===== config.mk =====
export PLATFORM = sky130hd
export DESIGN_NAME = jtag_spi_bridge
export DESIGN_NICKNAME = d
export VERILOG_FILES = /design/src/rtl/jsb_pkg.sv /design/src/rtl/jsb_frame_fsm.sv /design/src/rtl/jsb_spi_drive.sv /design/src/rtl/jsb_tdo_return.sv /design/src/rtl/jtag_spi_bridge.sv
export SDC_FILE = /design/constraint.sdc
export NUM_CORES = 1
export LEC_CHECK = 0
export ABC_CLOCK_PERIOD_IN_PS = 6210
export BUFFER_PORTS_ARGS = -buffer_cell sky130_fd_sc_hd__buf_4
export CELL_PAD_IN_SITES_DETAIL_PLACEMENT = 2
export CELL_PAD_IN_SITES_GLOBAL_PLACEMENT = 2
export CORE_MARGIN = 5
export CORE_UTILIZATION = 40
export DETAILED_ROUTE_END_ITERATION = 7
export PLACE_DENSITY_LB_ADDON = 0.12
export SYNTH_ARGS = -nofsm -noshare
export SYNTH_HDL_FRONTEND = slang
export SYNTH_SLANG_ARGS = --single-unit

===== constraint.sdc =====
create_clock -name tck -period 6.21 [get_ports tck]
set_input_delay 0.9315 -clock tck [delete_from_list [all_inputs] [get_ports tck]]
set_output_delay 0.9315 -clock tck [all_outputs]
set_load 0.01 [all_outputs]

===== src/rtl/jsb_pkg.sv =====
// Package: shared types and sizes for the JTAG-to-SPI bridge.
// Assumes: a 32-bit length field, as fixed by the host frame format.
package jsb_pkg;
    localparam int unsigned LEN_W = 32;

    // Frame decoder phases.
    typedef enum logic [1:0] {
        ST_HUNT = 2'd0,   // discarding zeros, waiting for the marker
        ST_LEN  = 2'd1,   // collecting the MSB-first length
        ST_DATA = 2'd2,   // forwarding bits to the flash
        ST_HALT = 2'd3    // transfer finished or aborted, wait for capture
    } phase_t;
endpackage


===== src/rtl/jsb_frame_fsm.sv =====
// Module: jsb_frame_fsm
// Decodes the TDI stream of one DR shift into marker, length and data
// phases. Marks which shifted bits are SPI data bits.
// Assumes: capture, update and shift_en come from the TAP on the same
// TCK; capture and shift_en never overlap in a legal TAP sequence.
module jsb_frame_fsm
    import jsb_pkg::*;
#(
    parameter int unsigned CNT_W = LEN_W
) (
    input  logic tck,
    input  logic rst_n,
    input  logic shift_en,
    input  logic capture,
    input  logic update,
    input  logic tdi,
    output logic take_bit,
    output phase_t phase
);
    localparam int unsigned IDX_W = $clog2(CNT_W);
    localparam logic [IDX_W-1:0] IDX_LAST = IDX_W'(CNT_W - 1);

    logic [CNT_W-1:0] len_sr;
    logic [IDX_W-1:0] len_idx;
    logic [CNT_W-1:0] remain;
    logic             shifting;

    // Purpose: a bit is really being shifted this cycle.
    assign shifting = shift_en && !capture && !update;

    // Purpose: the current TDI bit belongs to the SPI data stream.
    assign take_bit = shifting && (phase == ST_DATA);

    // Purpose: phase sequencing, length capture and data countdown.
    always_ff @(posedge tck) begin
        if (!rst_n) begin
            phase   <= ST_HUNT;
            len_sr  <= '0;
            len_idx <= '0;
            remain  <= '0;
        end else if (capture) begin
            phase   <= ST_HUNT;
            len_idx <= '0;
        end else if (shifting) begin
            unique case (phase)
                ST_HUNT: begin
                    if (tdi) begin
                        phase   <= ST_LEN;
                        len_idx <= '0;
                    end
                end
                ST_LEN: begin
                    len_sr  <= {len_sr[CNT_W-2:0], tdi};
                    len_idx <= len_idx + 1'b1;
                    if (len_idx == IDX_LAST) begin
                        phase  <= ST_DATA;
                        remain <= {len_sr[CNT_W-2:0], tdi};
                    end
                end
                ST_DATA: begin
                    if (remain == '0) phase <= ST_HALT;
                    else              remain <= remain - 1'b1;
                end
                default: phase <= ST_HALT;
            endcase
        end else if (phase == ST_LEN || phase == ST_DATA) begin
            phase <= ST_HALT;   // left Shift-DR mid-frame: abort
        end
    end

    // Zeros while hunting keep the decoder hunting.
    assert_hunt_zero_R2: assert property (@(posedge tck) disable iff (!rst_n)
        (phase == ST_HUNT && shift_en && !tdi) |=> phase == ST_HUNT)
        else $error("hunt left on zero bit");

    // The data phase is only entered from the length phase.
    assert_len_before_data_R3: assert property (@(posedge tck) disable iff (!rst_n)
        $rose(phase == ST_DATA) |-> $past(phase) == ST_LEN)
        else $error("data phase entered without length");

    // Capture always re-arms marker hunting.
    assert_capture_rearm_R9: assert property (@(posedge tck) disable iff (!rst_n)
        capture |=> phase == ST_HUNT)
        else $error("capture did not re-arm");
endmodule


===== src/rtl/jsb_spi_drive.sv =====
// Module: jsb_spi_drive
// Registers chip select and MOSI for each data bit and gates an SCK
// pulse into the low half of the following TCK cycle. The flash
// samples MOSI on the SCK rise and shifts MISO on the SCK fall.
// Assumes: take_bit is produced from TCK-rising-edge registers.
module jsb_spi_drive (
    input  logic tck,
    input  logic rst_n,
    input  logic take_bit,
    input  logic tdi,
    output logic spi_sck,
    output logic spi_cs_n,
    output logic spi_mosi
);
    logic sck_en;

    // Purpose: latch the SPI pin state for the bit taken on this edge.
    always_ff @(posedge tck) begin
        if (!rst_n) begin
            spi_cs_n <= 1'b1;
            spi_mosi <= 1'b0;
            sck_en   <= 1'b0;
        end else begin
            spi_cs_n <= !take_bit;
            sck_en   <= take_bit;
            if (take_bit) spi_mosi <= tdi;
        end
    end

    // Purpose: a glitch-free clock pulse while TCK is low.
    assign spi_sck = sck_en & ~tck;

    // An SCK pulse is only armed inside the chip-select window.
    assert_sck_in_cs_R5: assert property (@(posedge tck) disable iff (!rst_n)
        sck_en |-> !spi_cs_n)
        else $error("sck armed with cs high");
endmodule


===== src/rtl/jsb_tdo_return.sv =====
// Module: jsb_tdo_return
// One-stage register returning flash MISO on TDO. The single stage gives
// the fixed one-TCK latency that a one-device chain expects.
module jsb_tdo_return (
    input  logic tck,
    input  logic rst_n,
    input  logic shift_en,
    input  logic spi_miso,
    output logic tdo
);
    // Purpose: sample MISO at the end of each SCK pulse while shifting.
    always_ff @(posedge tck) begin
        if (!rst_n)        tdo <= 1'b0;
        else if (shift_en) tdo <= spi_miso;
    end
endmodule


===== src/rtl/jtag_spi_bridge.sv =====
// Module: jtag_spi_bridge (top)
// Turns one Shift-DR pass of a user data register into one SPI flash
// transaction: marker, 32-bit length, then length+1 data bits.
// Assumes: TAP control strobes are synchronous to tck; single-device chain.
module jtag_spi_bridge
    import jsb_pkg::*;
#(
    parameter int unsigned CNT_W = LEN_W
) (
    input  logic tck,
    input  logic rst_n,
    input  logic shift_en,
    input  logic capture,
    input  logic update,
    input  logic tdi,
    output logic tdo,
    output logic spi_sck,
    output logic spi_cs_n,
    output logic spi_mosi,
    input  logic spi_miso
);
    logic   take_bit;
    phase_t phase;

    jsb_frame_fsm #(.CNT_W(CNT_W)) u_fsm (
        .tck      (tck),
        .rst_n    (rst_n),
        .shift_en (shift_en),
        .capture  (capture),
        .update   (update),
        .tdi      (tdi),
        .take_bit (take_bit),
        .phase    (phase)
    );

    jsb_spi_drive u_drive (
        .tck      (tck),
        .rst_n    (rst_n),
        .take_bit (take_bit),
        .tdi      (tdi),
        .spi_sck  (spi_sck),
        .spi_cs_n (spi_cs_n),
        .spi_mosi (spi_mosi)
    );

    jsb_tdo_return u_tdo (
        .tck      (tck),
        .rst_n    (rst_n),
        .shift_en (shift_en),
        .spi_miso (spi_miso),
        .tdo      (tdo)
    );

    // Chip select only drops after a shifting cycle.
    assert_cs_needs_shift_R8: assert property (@(posedge tck) disable iff (!rst_n)
        !spi_cs_n |-> $past(shift_en))
        else $error("cs low without shift");

    // Update ends the transfer.
    assert_update_release_R10: assert property (@(posedge tck) disable iff (!rst_n)
        update |=> spi_cs_n)
        else $error("cs low after update");
endmodule


==> reports/summary.md <==
- 8700 um — post-DP HPWL
- 7.84 um^2 — mean post-synth cell area
- 11 — count of boundary I/O pins
- primary output — Setup crit end kind
- 10.0% — area grow syn2layout
- 0.00390 mm^2 — area of the mapped netlist
- 0.0116 ns — final setup skew
- 4 — router iterations before antenna repair
- 0 — number of antenna violations at the first check in global routing
- built — TritonCTS clock tree
- 8 — reg2reg path depth
- 0.47 ns — Worst-Skew Late Latency
- 155 — number of DRC markers after the initial detailed-route iteration
- 4201 — via count of the first global-routing pass
- 40.4% — effective utilization at floorplan
- 5.28 ns — required time of the critical path
- 3.32 ns — r2r setup slk
- 0.08 ns — clock transition at the registers of the reported paths
- 633 — number of standard cells in the layout, taps in and fillers out
- 0% — xor-xnor portion of the synthesized cell area
- 46.4% — max_slew headroom
- u_fsm.phase[0] — startpoint of the lowest-slack register-to-register path
- clock port — CP startpoint kind
- 0 ns — setup TNS
- clkbuf_8, clkbuf_8, nor2b_1, buf_4 — ordered list of cells on the worst path
- no — RSZ-0062 raised after global routing
- 109 um — die height
- 20.6 um — post-detailed-route wirelength per cell
- 0 — Routed Antenna Nets
- 0 — Post-synth EDFFs
- 2 — maximum fanout encountered on the critical timing path
- 0 — Setup Buffers After CTS
- 54 — largest net degree at the start of global routing
- sky130_fd_sc_hd__dfxtp_1 — Primary FF master, synth
- 4 — number of gates on the worst path with buffers counted
- buffers and inverters — Worst path top cell family by delay
- 1146 — filler cell count
- 1.93% — area share of fa/ha/maj cells after synthesis
- 0.00964 mm^2 — core area
- 24.2% — compound-cell area share of the yosys netlist
- 497 — post-synthesis cell count
- 0% — share of flip-flops with an asynchronous set or reset after synthesis
- 0 — count of antenna diodes in the layout
- 510 — net count after synthesis
- 0 — final setup violation count
- 0 — number of max-slew violations in the final report
- 227 mW/mm^2 — power density relative to cell area
- 0.841 — GPL Wtd Cong
- 0.00224 mm^2 — multi-input gate area in the final layout
- u_fsm.len_sr[8] — min-delay src
- 0 — total number of yosys warnings
- 0 — post-cts repair resize count
- 0.13 ns — max incr delay on CP
- 29.5% — basic-gate share of the synthesized area counting and, or, nand and nor cells
- simple AND/OR/NAND/NOR gates — main combinational cell family by area after synthesis
- 0.797 ns — Least-Margin Pin Slew
- 64 — post-synthesis cell type count
- 13100 um — Post-Route WL
- 0.00429 mm^2 — final non-filler cell area
- 0 — global route overflow
- 6.00 — via-per-instance ratio
- 614 — placed cells
- 0 — maximum capacitance violations
- 109 um — width of the chip
- 0.00405 mm^2 — placed cell area
- u_fsm.len_sr[9] — worst hold endpoint
- clk -> out — worst setup path category
- 0.0118 mm^2 — total die area
- sky130_fd_sc_hd__clkbuf_8 — most repeated library cell on the critical path
- 0 — hold-fix buffers at CTS
- 21800 um — wire length of the first global-routing pass
- 1.60% — share of synthesized area spent on multiplexers
- sky130_fd_sc_hd__buf_4 — Critical-path top delay cell
- 38.0% — post-synthesis sequential area ratio
- reg -> reg — type of the tightest min-delay check
- u_fsm.remain[10] — worst reg2reg path endpoint
- 44.5% — Finished Core Util
- completed — outcome
- 3 — number of buffers and inverters on the critical path
- 0.0808 mV — IR Drop Worst-Case VDD
- 36 — placement row count
- 1.48 nW — Lkg Pwr
- 0.00148 mm^2 — sequential cell area
- 13.0% — fraction of layout instances using a drive strength above 1
- 3.56 ns — Data arrival, critical path
- 2 — Hold Crit Depth
- 0 — final-report hold violation count
- 0 — # DRC
- 24.1% — overall fraction of global-route tracks in use
- 508 — total number of nets in the final design
- 10 — port bufs
- 74 — register bit total from synthesis
- 3796 — total via count after detailed routing
[cell usage in the layout, fill, tap and decap left out, drive strengths merged, types with 6 or more instances in the layout]
cell | netlist | final
a31oi | 11 | 11
dfxtp | 74 | 74
o22ai | 6 | 6
inv | 11 | 11
a21oi | 66 | 66
ha | 6 | 6
nor2 | 21 | 21
clkbuf | 25 | 14
or4 | 8 | 8
nand3 | 15 | 15
o21ai | 26 | 26
nor2b | 12 | 12
and3 | 6 | 6
nor4 | 15 | 15
nand2 | 100 | 100
nor3 | 14 | 14
o211ai | 7 | 7
buf | 7 | 16
[cells in the mapped netlist (6+ instances only)]
| cell | number | share of area [%] |
|---|---|---|
| sky130_fd_sc_hd__o21ai_0 | 24 | 3.1 |
| sky130_fd_sc_hd__inv_1 | 11 | 1.1 |
| sky130_fd_sc_hd__nand3_1 | 14 | 1.8 |
| sky130_fd_sc_hd__nand2_1 | 100 | 9.6 |
| sky130_fd_sc_hd__nor3_1 | 12 | 1.5 |
| sky130_fd_sc_hd__clkbuf_1 | 25 | 2.4 |
| sky130_fd_sc_hd__nor2_1 | 21 | 2.0 |
| sky130_fd_sc_hd__nor4_1 | 9 | 1.4 |
| sky130_fd_sc_hd__a21oi_1 | 65 | 8.3 |
| sky130_fd_sc_hd__or4_1 | 7 | 1.3 |
| sky130_fd_sc_hd__nor2b_1 | 12 | 1.9 |
| sky130_fd_sc_hd__dfxtp_1 | 74 | 38 |
| sky130_fd_sc_hd__o211ai_1 | 7 | 1.3 |
| sky130_fd_sc_hd__o22ai_1 | 6 | 0.96 |
| sky130_fd_sc_hd__ha_1 | 6 | 1.9 |
| sky130_fd_sc_hd__a31oi_1 | 11 | 1.8 |
[sequential cells by signal, summed over array words and instances (netlist names)]
signal / flops
u_fsm.remain: 32
u_fsm.len_sr: 31
u_fsm.len_idx: 5
u_fsm.phase: 2
u_drive.sck_en: 1
u_drive.spi_cs_n: 1
u_drive.spi_mosi: 1
u_tdo.tdo: 1
[worst min-delay path, cell delays in order, from the launching register on]
cell and delay (ns):
sky130_fd_sc_hd__dfxtp_1 0.32, sky130_fd_sc_hd__nand2_1 0.05, sky130_fd_sc_hd__a21oi_1 0.05
[area by class of cell]
cell class	instances	area share, %
clock buffer	15	4.67
clock inverter	5	1.22
inverter	11	0.962
multi-input combinational	380	52.1
sequential	74	34.5
tap	133	3.88
timing repair buffer	15	2.62
[where the power goes]
group          internal (W)  switching, W
Combinational     0.0000140     0.0000345
Clock              0.000246      0.000201
Sequential         0.000475   0.000000819
Total              0.000736      0.000237
[how the worst max path moves through the flow]
stage	from	to	slack, ns
floorplan	tck	spi_sck	2.00
global placement	tck	spi_sck	1.97
detailed placement	tck	spi_sck	1.97
CTS	tck	spi_sck	1.70
global route	tck	spi_sck	1.66
finish	tck	spi_sck	1.72
[through the flow]
stage | setup slack, ns | power, W | hold slack [ns]
floorplan | 2.00 | 0.000519 | 0.432
global placement | 1.97 | 0.000534 | 0.451
detailed placement | 1.97 | 0.000536 | 0.464
CTS | 1.70 | 0.000982 | 0.476
global route | 1.66 | 0.00101 | 0.499
finish | 1.72 | 0.000972 | 0.472
[routing by layer]
metal / up-vias / global-route usage, % / wire length [um]
met5: - / 0 / 0
met4: 0 / 8.03 / 147
met3: 16 / 5.80 / 362
met2: 61 / 41.3 / 6500
li1: 1809 / - / -
met1: 1910 / 29.8 / 6060
[kinds of logic (layout without fill, tap and decap cells)]
| kind of cell | count (synthesis) | in the layout |
|---|---|---|
| mux | 6 | 6 |
| fa+ha+maj | 6 | 6 |
| buf+inv | 43 | 46 |
| flops | 74 | 74 |
| compound gates | 151 | 151 |
| simple gates | 217 | 217 |
(Power assumes the default switching activity.)
